--- src/rtl/edo_ctrl_pkg.sv ---
package edo_ctrl_pkg;

  // geometry defaults
  localparam int DEF_ROW_W  = 13;
  localparam int DEF_COL_W  = 9;
  localparam int DEF_DATA_W = 16;

  // timing defaults in cycles of a 20 ns clock (50 ns grade)
  localparam int DEF_T_RCD  = 2;    // RAS low before the column setup cycle
  localparam int DEF_T_CAS  = 1;    // CAS low width
  localparam int DEF_T_CP   = 1;    // CAS high between page accesses
  localparam int DEF_T_RP   = 2;    // RAS precharge
  localparam int DEF_T_CSR  = 1;    // CAS low before RAS in refresh
  localparam int DEF_T_RFC  = 3;    // RAS low during refresh
  localparam int DEF_T_REFI = 780;  // refresh interval, ~15.6 us

  function automatic int maxInt(input int a, input int b);
    return (a > b) ? a : b;
  endfunction

  typedef enum logic [3:0] {
    PH_IDLE, PH_ROW, PH_RCD, PH_COL, PH_CAS, PH_CP,
    PH_OPEN, PH_PRE, PH_REFC, PH_REFR, PH_REFP
  } phase_e;

  typedef struct packed {
    logic rasLow;    // row strobe active
    logic colAddr;   // column on the bus
    logic opActive;  // WE/OE/data driver follow the request
    logic casAcc;    // lane strobes follow byte enables
    logic casAll;    // both lane strobes low (refresh)
    logic latchReq;  // capture host request
    logic sampleRd;  // capture read data
  } strobe_t;

endpackage

--- src/rtl/edo_ctrl_fsm.sv ---
module edo_ctrl_fsm
  import edo_ctrl_pkg::*;
#(
  parameter int T_RCD  = DEF_T_RCD,
  parameter int T_CAS  = DEF_T_CAS,
  parameter int T_CP   = DEF_T_CP,
  parameter int T_RP   = DEF_T_RP,
  parameter int T_CSR  = DEF_T_CSR,
  parameter int T_RFC  = DEF_T_RFC,
  parameter int T_REFI = DEF_T_REFI
) (
  input  logic    clk,
  input  logic    rstN,
  input  logic    reqValid,
  input  logic    rowHit,
  output logic    reqReady,
  output strobe_t strb
);

  localparam int T_MAX = maxInt(maxInt(maxInt(T_RCD, T_CAS), maxInt(T_CP, T_RP)),
                                maxInt(T_CSR, T_RFC));
  localparam int CNT_W = $clog2(T_MAX + 1);
  localparam int REF_W = $clog2(T_REFI);

  phase_e           state, nx;
  logic [CNT_W-1:0] cnt, ld;
  logic [REF_W-1:0] refCnt;
  logic             refPend, refFire, enterRef;
  logic             pend, setPend, clrPend;
  logic             cntDone, accept;

  assign cntDone  = (cnt == '0);
  assign refFire  = (refCnt == REF_W'(T_REFI - 1));
  assign reqReady = ((state == PH_IDLE) || (state == PH_OPEN)) && !refPend;
  assign accept   = reqValid && reqReady;

  always_comb begin
    nx       = state;
    ld       = '0;
    setPend  = 1'b0;
    clrPend  = 1'b0;
    enterRef = 1'b0;
    unique case (state)
      PH_IDLE:
        if (refPend) begin
          nx = PH_REFC; ld = CNT_W'(T_CSR - 1); enterRef = 1'b1;
        end else if (accept) begin
          nx = PH_ROW;
        end
      PH_ROW: begin nx = PH_RCD; ld = CNT_W'(T_RCD - 1); end
      PH_RCD: if (cntDone) nx = PH_COL;
      PH_COL: begin nx = PH_CAS; ld = CNT_W'(T_CAS - 1); end
      PH_CAS: if (cntDone) begin nx = PH_CP; ld = CNT_W'(T_CP - 1); end
      PH_CP:  if (cntDone) nx = PH_OPEN;
      PH_OPEN:
        if (refPend) begin
          nx = PH_PRE; ld = CNT_W'(T_RP - 1);
        end else if (accept) begin
          if (rowHit) nx = PH_COL;
          else begin nx = PH_PRE; ld = CNT_W'(T_RP - 1); setPend = 1'b1; end
        end
      PH_PRE:
        if (cntDone) begin
          if (refPend) begin
            nx = PH_REFC; ld = CNT_W'(T_CSR - 1); enterRef = 1'b1;
          end else if (pend) begin
            nx = PH_RCD; ld = CNT_W'(T_RCD - 1); clrPend = 1'b1;
          end else begin
            nx = PH_IDLE;
          end
        end
      PH_REFC: if (cntDone) begin nx = PH_REFR; ld = CNT_W'(T_RFC - 1); end
      PH_REFR: if (cntDone) begin nx = PH_REFP; ld = CNT_W'(T_RP - 1); end
      PH_REFP:
        if (cntDone) begin
          if (pend) begin nx = PH_RCD; ld = CNT_W'(T_RCD - 1); clrPend = 1'b1; end
          else nx = PH_IDLE;
        end
      default: nx = PH_IDLE;
    endcase
  end

  always_ff @(posedge clk) begin
    if (!rstN) begin
      state   <= PH_IDLE;
      cnt     <= '0;
      refCnt  <= '0;
      refPend <= 1'b0;
      pend    <= 1'b0;
    end else begin
      state   <= nx;
      cnt     <= (nx != state) ? ld : (cntDone ? '0 : cnt - 1'b1);
      refCnt  <= refFire ? '0 : refCnt + 1'b1;
      refPend <= refFire | (refPend & ~enterRef);
      pend    <= setPend | (pend & ~clrPend);
    end
  end

  always_comb begin
    strb.rasLow   = (state == PH_RCD) || (state == PH_COL) || (state == PH_CAS) ||
                    (state == PH_CP)  || (state == PH_OPEN) || (state == PH_REFR);
    strb.colAddr  = (state == PH_COL) || (state == PH_CAS) || (state == PH_CP) ||
                    (state == PH_OPEN);
    strb.opActive = (state == PH_COL) || (state == PH_CAS);
    strb.casAcc   = (state == PH_CAS);
    strb.casAll   = (state == PH_REFC) || (state == PH_REFR);
    strb.latchReq = accept;
    strb.sampleRd = (state == PH_CAS) && cntDone;
  end

endmodule

--- src/rtl/edo_ctrl_dp.sv ---
module edo_ctrl_dp
  import edo_ctrl_pkg::*;
#(
  parameter int ROW_W  = DEF_ROW_W,
  parameter int COL_W  = DEF_COL_W,
  parameter int DATA_W = DEF_DATA_W,
  parameter int LANES  = 2
) (
  input  logic                     clk,
  input  logic                     rstN,
  input  strobe_t                  strb,
  input  logic [ROW_W+COL_W-1:0]   reqAddr,
  input  logic                     reqWrite,
  input  logic [LANES-1:0]         reqByteEn,
  input  logic [DATA_W-1:0]        reqWdata,
  input  logic [DATA_W-1:0]        dramDqIn,
  output logic                     rowHit,
  output logic [maxInt(ROW_W, COL_W)-1:0] dramAddr,
  output logic                     dramRasN,
  output logic [LANES-1:0]         dramCasN,
  output logic                     dramWeN,
  output logic                     dramOeN,
  output logic [DATA_W-1:0]        dramDqOut,
  output logic                     dramDqOe,
  output logic                     rdValid,
  output logic [DATA_W-1:0]        rdData
);

  localparam int AW    = ROW_W + COL_W;
  localparam int BUS_W = maxInt(ROW_W, COL_W);

  logic [ROW_W-1:0]  rowQ;
  logic [COL_W-1:0]  colQ;
  logic              weQ;
  logic [LANES-1:0]  beQ;
  logic [DATA_W-1:0] wdQ;

  always_ff @(posedge clk) begin
    if (!rstN) begin
      rowQ <= '0; colQ <= '0; weQ <= 1'b0; beQ <= '0; wdQ <= '0;
      rdValid <= 1'b0; rdData <= '0;
    end else begin
      if (strb.latchReq) begin
        rowQ <= reqAddr[AW-1:COL_W];
        colQ <= reqAddr[COL_W-1:0];
        weQ  <= reqWrite;
        beQ  <= reqByteEn;
        wdQ  <= reqWdata;
      end
      rdValid <= strb.sampleRd && !weQ;
      if (strb.sampleRd && !weQ) rdData <= dramDqIn;
    end
  end

  assign rowHit    = (reqAddr[AW-1:COL_W] == rowQ);
  assign dramAddr  = strb.colAddr ? BUS_W'(colQ) : BUS_W'(rowQ);
  assign dramRasN  = ~strb.rasLow;
  assign dramWeN   = ~(strb.opActive & weQ);
  assign dramOeN   = ~(strb.opActive & ~weQ);
  assign dramDqOe  = strb.opActive & weQ;
  assign dramDqOut = wdQ;

  for (genvar g = 0; g < LANES; g++) begin : g_lane
    assign dramCasN[g] = ~(strb.casAll | (strb.casAcc & beQ[g]));
  end

endmodule

--- src/rtl/edo_dram_ctrl.sv ---
module edo_dram_ctrl
  import edo_ctrl_pkg::*;
#(
  parameter int ROW_W  = DEF_ROW_W,
  parameter int COL_W  = DEF_COL_W,
  parameter int DATA_W = DEF_DATA_W,
  parameter int T_RCD  = DEF_T_RCD,
  parameter int T_CAS  = DEF_T_CAS,
  parameter int T_CP   = DEF_T_CP,
  parameter int T_RP   = DEF_T_RP,
  parameter int T_CSR  = DEF_T_CSR,
  parameter int T_RFC  = DEF_T_RFC,
  parameter int T_REFI = DEF_T_REFI
) (
  input  logic                             clk,
  input  logic                             rstN,
  input  logic                             reqValid,
  output logic                             reqReady,
  input  logic [ROW_W+COL_W-1:0]           reqAddr,
  input  logic                             reqWrite,
  input  logic [1:0]                       reqByteEn,
  input  logic [DATA_W-1:0]                reqWdata,
  output logic                             rdValid,
  output logic [DATA_W-1:0]                rdData,
  output logic [maxInt(ROW_W, COL_W)-1:0]  dramAddr,
  output logic                             dramRasN,
  output logic                             dramCasLN,
  output logic                             dramCasUN,
  output logic                             dramWeN,
  output logic                             dramOeN,
  output logic [DATA_W-1:0]                dramDqOut,
  output logic                             dramDqOe,
  input  logic [DATA_W-1:0]                dramDqIn
);

  localparam int LANES = 2;

  strobe_t          strb;
  logic             rowHit;
  logic [LANES-1:0] casN;

  edo_ctrl_fsm #(
    .T_RCD(T_RCD), .T_CAS(T_CAS), .T_CP(T_CP), .T_RP(T_RP),
    .T_CSR(T_CSR), .T_RFC(T_RFC), .T_REFI(T_REFI)
  ) u_fsm (
    .clk(clk), .rstN(rstN), .reqValid(reqValid), .rowHit(rowHit),
    .reqReady(reqReady), .strb(strb)
  );

  edo_ctrl_dp #(
    .ROW_W(ROW_W), .COL_W(COL_W), .DATA_W(DATA_W), .LANES(LANES)
  ) u_dp (
    .clk(clk), .rstN(rstN), .strb(strb),
    .reqAddr(reqAddr), .reqWrite(reqWrite), .reqByteEn(reqByteEn),
    .reqWdata(reqWdata), .dramDqIn(dramDqIn), .rowHit(rowHit),
    .dramAddr(dramAddr), .dramRasN(dramRasN), .dramCasN(casN),
    .dramWeN(dramWeN), .dramOeN(dramOeN), .dramDqOut(dramDqOut),
    .dramDqOe(dramDqOe), .rdValid(rdValid), .rdData(rdData)
  );

  assign dramCasLN = casN[0];
  assign dramCasUN = casN[1];

endmodule

--- config.mk ---
export PLATFORM = sky130hd
export DESIGN_NAME = edo_dram_ctrl
export DESIGN_NICKNAME = d
export VERILOG_FILES = /design/src/rtl/edo_ctrl_pkg.sv /design/src/rtl/edo_ctrl_fsm.sv /design/src/rtl/edo_ctrl_dp.sv /design/src/rtl/edo_dram_ctrl.sv
export SDC_FILE = /design/constraint.sdc
export NUM_CORES = 1
export LEC_CHECK = 0
export CORE_MARGIN = 8
export CORE_UTILIZATION = 45
export CTS_CLUSTER_DIAMETER = 200
export DETAILED_ROUTE_END_ITERATION = 7
export PLACE_DENSITY = 0.89
export SLEW_MARGIN = 20
export SYNTH_ARGS = -nofsm -noshare
export SYNTH_HDL_FRONTEND = slang
export SYNTH_SLANG_ARGS = --single-unit
--- constraint.sdc ---
create_clock -name clk -period 2.2 [get_ports clk]
set_input_delay 0.33 -clock clk [delete_from_list [all_inputs] [get_ports clk]]
set_output_delay 0.33 -clock clk [all_outputs]
set_load 0.03 [all_outputs]
# Word-level counts from Yosys, hierarchy flattened
# Cells that the tools add are included.
[totals]
ff_bits = 76
latchBits = 0
ramBits = 0
rom_bits = 0
output_inout_bits = 53
mem_count = 0
[classes]
add_sub_neg = 2
multipliers = 0
div_mod_pow = 0
n_lt_le_gt_ge = 0
eq_ne = 13
n_shift = 0
mux = 40
bitwise = 19
n_reduce_logical = 19
[op_table]
columns = ["operator", "count"]
rows = [
  ["$mux W4", 12],
  ["$pmux W4 S11", 1],
  ["$eq A4 B3 Y1 const B", 4],
  ["$mux W2", 8],
  ["$mux W1", 14],
  ["$eq A13 B13 Y1", 1],
  ["$mux W13", 1],
  ["$eq A4 B4 Y1 const B", 3],
  ["$pmux W2 S6", 1],
  ["$add A10 B1 Y10 const B", 1],
  ["$eq A10 B10 Y1 const B", 1],
  ["$logic_or A1 B1 Y1", 10],
  ["$not A1 Y1", 9],
  ["$eq A4 B2 Y1 const B", 2],
  ["$and A1 B1 Y1", 6],
  ["$eq A4 B1 Y1 const B", 1],
  ["$logic_and A1 B1 Y1", 4],
  ["$logic_not A4 Y1", 1],
  ["$ne A4 B4 Y1", 1],
  ["$or A1 B1 Y1", 4],
  ["$pmux W1 S2", 2],
  ["$mux W3", 1],
  ["$logic_not A1 Y1", 2],
  ["$logic_not A2 Y1", 1],
  ["other kinds (2)", 2],
]

# Logic depth before layout (Yosys ltp)
# Gate-level depths: netlist (run 1).
[logic_depth]
word_depth = 9
depth_mapped = 7
ltp_nobuf = 6

# Hierarchy
# A second synthesis (run 1) with hierarchy kept.
[hier_totals]
cells_unflattened = 394
area_unflattened_um2 = 3595.9
[by_module_without_submodules]
columns = ["module", "instances", "cells_per_inst", "area_per_inst_um2", "seq_area_each_um2"]
rows = [
  ["edo_ctrl_dp", 1, 243, 2469.9, 1161.1],
  ["edo_ctrl_fsm", 1, 151, 1126.1, 360.3],
]

# Least setup slack after synthesis (run 1)
# OpenSTA, ideal clock, no wires.
[synth_timing]
path_type = "flip-flop to output port"
from = "register u_fsm.state[1]"
to = "output dramAddr[3]"
arrival_ps = 1449
t_required_ps = 1870
path_slack_ps = 421
stages_incl_launch_ff = 6
path_buffers = 1
path_cell_list = "dfxtp_1 -> and2_1 -> nand2b_1 -> a21oi_2 -> buf_4 -> mux2_2"
[synth_via]
elab_chain_cells = 5
[synth_lines]
columns = ["element", "line_no", "text"]
rows = [
  ["start: declaration", "edo_ctrl_fsm.sv:25", "phase_e state, nx;"],
  ["start signal: assignment", "edo_ctrl_fsm.sv:91", "state <= nx;"],
  ["$eq A4 B2 Y1 or $eq A4 B3 Y1 (tied branches)", "edo_ctrl_fsm.sv:102", "strb.colAddr = (state == PH_COL) || (state == PH_CAS) || (state == PH_CP) ||"],
  ["$logic_or A1 B1 Y1 (2 in a row)", "edo_ctrl_fsm.sv:102", ""],
  ["$logic_or A1 B1 Y1 *", "edo_ctrl_fsm.sv:102", ""],
  ["$mux W13 *", "edo_ctrl_dp.sv:56", "assign dramAddr = strb.colAddr ? BUS_W'(colQ) : BUS_W'(rowQ);"],
  ["end: declaration", "edo_dram_ctrl.sv:25", "output logic [maxInt(ROW_W, COL_W)-1:0] dramAddr,"],
]
# Mark *: on every way between the ends. The rest lies on a longest branch, timed or not.

# Worst setup path after layout (run 1)
[layout_timing]
from = "register u_fsm.state[0]"
to = "output dramAddr[6]"
# Same word-level chain as after synthesis.

==> results of run 1 <==
flip-flops by register name, indices dropped and copies added, names as in the netlist:
signal          flops
u_dp.beQ            2
u_dp.colQ           9
u_dp.dramDqOut     16
u_dp.rdData        16
u_dp.rdValid        1
u_dp.rowQ          13
u_dp.weQ            1
u_fsm.cnt           2
u_fsm.pend          1
u_fsm.refCnt       10
u_fsm.refPend       1
u_fsm.state         4
Yosys cell counts, types with 2 or more instances:
cell type | number | area share (%)
xnor2_1 | 9 | 2.2
buf_2 | 11 | 1.5
nor2b_1 | 7 | 1.2
or2_2 | 3 | 0.52
nor2_1 | 19 | 2.0
nand4_1 | 4 | 0.70
o22ai_1 | 2 | 0.35
o21a_1 | 4 | 0.84
a21boi_1 | 44 | 9.2
o221ai_1 | 2 | 0.49
mux2_2 | 9 | 2.8
nand3_1 | 9 | 1.3
nand2_1 | 135 | 14
nand2b_1 | 6 | 1.0
and2_1 | 6 | 1.0
a21oi_1 | 5 | 0.70
nor3_1 | 4 | 0.56
inv_1 | 5 | 0.52
dfxtp_1 | 76 | 43
and3_1 | 3 | 0.52
clkbuf_1 | 8 | 0.84
o21ai_0 | 12 | 1.7
a22oi_1 | 4 | 0.84
buf_4 | 8 | 1.7
a21boi_0 | 15 | 3.1
a22o_1 | 2 | 0.49
xor2_1 | 13 | 3.2
nor4_1 | 3 | 0.52
cells by family after synthesis:
kind of cell	count (synthesis)	share of synthesized area, %
adders and majority gates	1	0.349
buffers and inverters	32	4.58
and+or+nand+nor	203	24.6
xor gates and xnor gates	22	5.38
muxes	10	3.11
AOI/OAI and AO/OA	98	19.5
DFF	76	42.5
cell type report:
cell class / count / area, um2 / area share, %
clock buffer: 11 / 141 / 2.77
clock inverter: 5 / 60.1 / 1.18
inverter: 5 / 18.8 / 0.368
multi-input combinational: 334 / 1930 / 37.8
sequential: 76 / 1520 / 29.9
tap: 102 / 128 / 2.50
timing repair buffer: 131 / 1300 / 25.5
power breakdown:
part	leakage, nW	switching, mW	total, mW	internal (mW)
Clock	0.0999	0.528	1.09	0.560
Sequential	0.620	0.0569	1.51	1.45
Combinational	1.21	0.405	0.775	0.370
Total	1.93	0.990	3.37	2.38
timing repair:
item,4_1_cts,5_1_grt
cloned,0,1
resized for setup,51,39
endpoints found under the setup margin,17,13
pin swaps,1,1
worst min-delay path by stage:
stage,startpoint,to,cells past startpoint
global route,rstN,u_fsm.pend$_SDFF_PN0_,2
detailed placement,u_fsm.refCnt[0]$_SDFF_PP0_,u_fsm.refCnt[0]$_SDFF_PP0_,1
CTS,rstN,u_fsm.pend$_SDFF_PN0_,2
finish,rstN,u_fsm.pend$_SDFF_PN0_,2
global placement,u_fsm.refCnt[0]$_SDFF_PP0_,u_fsm.refCnt[0]$_SDFF_PP0_,1
floorplan,u_fsm.refCnt[0]$_SDFF_PP0_,u_fsm.refCnt[0]$_SDFF_PP0_,1
stage by stage:
step           hold WS (ps)  instances  TNS (ps)  setup slack (ps)
2_1_floorplan           418        442         0               421
3_3_place_gp            433        647     -50.3             -8.51
3_5_place_dp            441        647      -271             -44.5
4_1_cts                 351        663      -106              -106
5_1_grt                 368        664         0              5.88
6_report                367        664         0              62.1
worst max-delay path: cells and delay by family, from the launching register on:
family                 cells  cell delay [ps]
AND/OR/NAND/NOR            2              240
AO/OA/AOI/OAI              1              210
flip-flops                 1              360
buffers and inverters      2              320
multiplexers               1              340
per-layer routing:
| layer | global-route usage (%) | share of wire [%] | vias to the layer above |
|---|---|---|---|
| li1 | - | - | 1702 |
| met1 | 20.7 | 40 | 1574 |
| met2 | 30.1 | 49 | 152 |
| met3 | 7.13 | 9.1 | 24 |
| met4 | 6.12 | 1.8 | 0 |
| met5 | 0 | 0 | - |
==> metrics.cfg, run 1 <==
[status]
status = completed

[finish]
stdcell_area_um2 = 5100
post-route-util_pct = 66.0
mostFrequentLayoutCell = nand2_1
nets = 618
nFillCells = 609
n_antenna_cell = 0
area_growth_pct = 42.4
final_cell_mix = nand2_1 (135), clkdlybuf4s50_1 (91), dfxtp_1 (74), a21boi_1 (44), buf_4 (19)
drive_above_1_share_pct = 12.8

[setup_path]
endpoint = dramAddr[6]
cp_max_fo = 6
critPathKind = register to output port
end_kind = output port
cpPeakStageDelay_ps = 360
r2r_slack_ps = 340
crit_start = u_fsm.state[0]$_SDFF_PN0_
cp.required_ps = 1870
worstReg2RegEnd = u_dp.rowQ[1]$_SDFFE_PN0P_
reg2reg_from = u_fsm.state[2]$_SDFF_PN0_
path_cells = and2_4 -> nand2b_4 -> a21oi_4 -> clkbuf_16 -> mux2_2 -> buf_6
worst_setup_path_start_kind = register
cp_slowest_cell = dfxtp_2
r2r_cells = 7
cp.arrival_ps = 1810

[floorplan]
die_x_um = 105
coreArea_um2 = 7730
dieArea_um2 = 11100
rows = 32
initial_core_util_pct = 46.3
die_y_um = 105
ios = 113

[global_routing]
grt_pass1_vias = 3347
antenna_found_initial = 0
grt_pass1_wl_um = 16600
grt_max_degree = 30
overflow = 0
grt_util_all_layers_pct = 18.1

[detailed_routing]
num_vias = 3452
ant_nets = 0
drt_iter0_drc = 142
drc_errors = 0
via_per_inst = 5.20
routed_wl_um = 10000
firstDrtPassIters = 5
wl_per_cell_um = 15.1

[yosys]
netlist-cell-type-count = 42
synth_edf_count = 0
synth_warnings = 0
postSynthRegisterBits = 76
syn_area_per_cell_um2 = 8.10
syn_nets = 503
syn_area_um2 = 3580
synth-main-ff-cell = dfxtp_1
synth_cells = 442
ys_seq_area_share_pct = 42.5
async_flop_share_pct = 0

[cts]
cts_buffer_depth = 2
cts.sinks = 76
numCtsBuffers = 9
clk_latency_ps = 350
clkSlewWorstSetupHoldPaths_ps = 80
post-cts-setup-buffers = 0
clockRootBuffer = clkbuf_8
cts_hold_buf = 0
cts_tree = built
htree_levels = 3

[timing]
setup_violations = 0
fin_worst_skew_ps = 5.43
hold_violations = 0
min_period_over_period_pct = 97.2
min_period_ps = 2140
tightest_slew_ps = 425
rsz0062_at_grt = true
relSlewSlack_pct = 71.5
report.final.slew_viol_count = 0
fmax_mhz = 468

[placement]
placed_area_um2 = 4850
portBuffers = 112
place_hpwl_um = 7440
place.gp.congestion = 0.920

[power_and_ir_drop]
p_leak_nw = 1.93
power_density_nw_per_um2 = 661
vdd_drop_max_mv = 0.546
power_mw = 3.37

[min_path]
hold_path_class = input port to register

[flow_run]
maxCapViolCount = 0

(Power assumes the default switching activity.)
==> inputs of run 2 (changes only) <==
--- a/config.mk
+++ b/config.mk
@@ -14,3 +14,4 @@
 export SYNTH_ARGS = -nofsm -noshare
 export SYNTH_HDL_FRONTEND = slang
 export SYNTH_SLANG_ARGS = --single-unit
+export TNS_END_PERCENT = 1
==> run 2 against run 1 <==
  * Critical path depth unchanged
  * Cell count down 0.15%
  * Wire length decreased by 1.1%
  * Power decreased by 0.82%
  * Sequential power about the same
  * Global-route usage hardly changed
  * Fmax up 1.2%
  * Utilization down 1.2 points
  * Via count is essentially flat
  * Worst hold slack worse by 2.4 ps
==> metrics.cfg, run 2 (synthesis results as in run 1) <==
[status]
status = completed

[detailed_routing]
wl_per_cell_um = 15.0
via_per_inst = 5.21
drt_iter0_drc = 147
drc_errors = 0
ant_nets = 0
routed_wl_um = 9940
firstDrtPassIters = 5
num_vias = 3455

[floorplan]
initial_core_util_pct = 46.3
coreArea_um2 = 7730
die_x_um = 105
die_y_um = 105
dieArea_um2 = 11100
ios = 113
rows = 32

[finish]
final_cell_mix = nand2_1 (135), clkdlybuf4s50_1 (91), dfxtp_1 (74), a21boi_1 (44), buf_4 (18)
nets = 617
drive_above_1_share_pct = 11.9
area_growth_pct = 39.8
post-route-util_pct = 64.8
n_antenna_cell = 0
mostFrequentLayoutCell = nand2_1
nFillCells = 623
stdcell_area_um2 = 5010

[cts]
clkSlewWorstSetupHoldPaths_ps = 80
cts_buffer_depth = 2
clockRootBuffer = clkbuf_8
clk_latency_ps = 350
cts_tree = built
cts_hold_buf = 0
cts.sinks = 76
htree_levels = 3
numCtsBuffers = 9

[timing]
report.final.slew_viol_count = 0
fmax_mhz = 473
min_period_ps = 2110
rsz0062_at_grt = true
min_period_over_period_pct = 96.0
fin_worst_skew_ps = 7.07
tightest_slew_ps = 420
hold_violations = 0
relSlewSlack_pct = 71.9
setup_violations = 0

[setup_path]
cp.required_ps = 1870
critPathKind = register to output port
worst_setup_path_start_kind = register
end_kind = output port
cp_max_fo = 13
cp.arrival_ps = 1780

[placement]
place.gp.congestion = 0.920
place_hpwl_um = 7440
portBuffers = 112
placed_area_um2 = 4850

[power_and_ir_drop]
power_density_nw_per_um2 = 668
p_leak_nw = 1.90
vdd_drop_max_mv = 0.547

[global_routing]
grt_pass1_vias = 3344
grt_util_all_layers_pct = 18.1
antenna_found_initial = 0
overflow = 0
grt_max_degree = 30
grt_pass1_wl_um = 16500

[min_path]
hold_path_class = input port to register

[flow_run]
maxCapViolCount = 0

[run 2: cell type report]
type | instances | area [um2] | share of cell area [%]
Clock inverter | 5 | 60.1 | 1.20
Tap cell | 102 | 128 | 2.55
Timing Repair Buffer | 130 | 1230 | 24.6
Inverter | 5 | 18.8 | 0.375
Sequential cell | 76 | 1520 | 30.4
Multi-Input combinational cell | 334 | 1900 | 38.0
Clock buffer | 11 | 141 | 2.82
[run 2: timing repair]
| action | in CTS | in global routing |
|---|---|---|
| pin swaps | 0 | 1 |
| gates cloned | 0 | 0 |
| resized for setup | 35 | 25 |
| setup endpoints to repair | 17 | 13 |
| buffers inserted | 0 | 0 |
[run 2: routing by layer]
| layer | vias to the layer above | part of all wire [%] | global-route usage (%) |
|---|---|---|---|
| met3 | 18 | 9.0 | 7.13 |
| met4 | 0 | 1.6 | 6.12 |
| met5 | - | 0 | 0 |
| met1 | 1587 | 40 | 20.6 |
| li1 | 1701 | - | - |
| met2 | 149 | 49 | 30.1 |
[run 2: final timing paths]
path | from | endpoint | slack, ps | cells after the start
max | u_fsm.state[0]$_SDFF_PN0_ | dramAddr[3] | 90 | 6
min | rstN | u_fsm.pend$_SDFF_PN0_ | 360 | 2
max reg2reg | u_fsm.state[2]$_SDFF_PN0_ | u_dp.rowQ[1]$_SDFFE_PN0P_ | 350 | 7
min reg2reg | u_fsm.refCnt[0]$_SDFF_PP0_ | u_fsm.refCnt[0]$_SDFF_PP0_ | 450 | 1
[run 2: critical path, stage by stage, from the launching register on]
cell and delay, ps:
dfxtp_2 360, and2_4 150, nand2b_1 80, a21oi_2 180
buf_12 150, mux2_2 330, buf_2 180
[run 2: through the flow]
step	hold slack (ps)	setup WS, ps	setup TNS [ps]	total power, mW	std cells
6_report	365	87.6	0	3.34	663
5_1_grt	368	-43.3	-52.8	3.50	663
4_1_cts	351	-120	-989	3.37	663
3_5_place_dp	441	-44.5	-271	2.30	647
3_3_place_gp	433	-8.51	-50.3	2.29	647
2_1_floorplan	418	421	0	1.96	442
[run 2: power breakdown]
group,leakage [nW],switching (mW),internal [mW]
clock,0.0999,0.531,0.560
combinational,1.18,0.397,0.347
sequential,0.620,0.0566,1.45
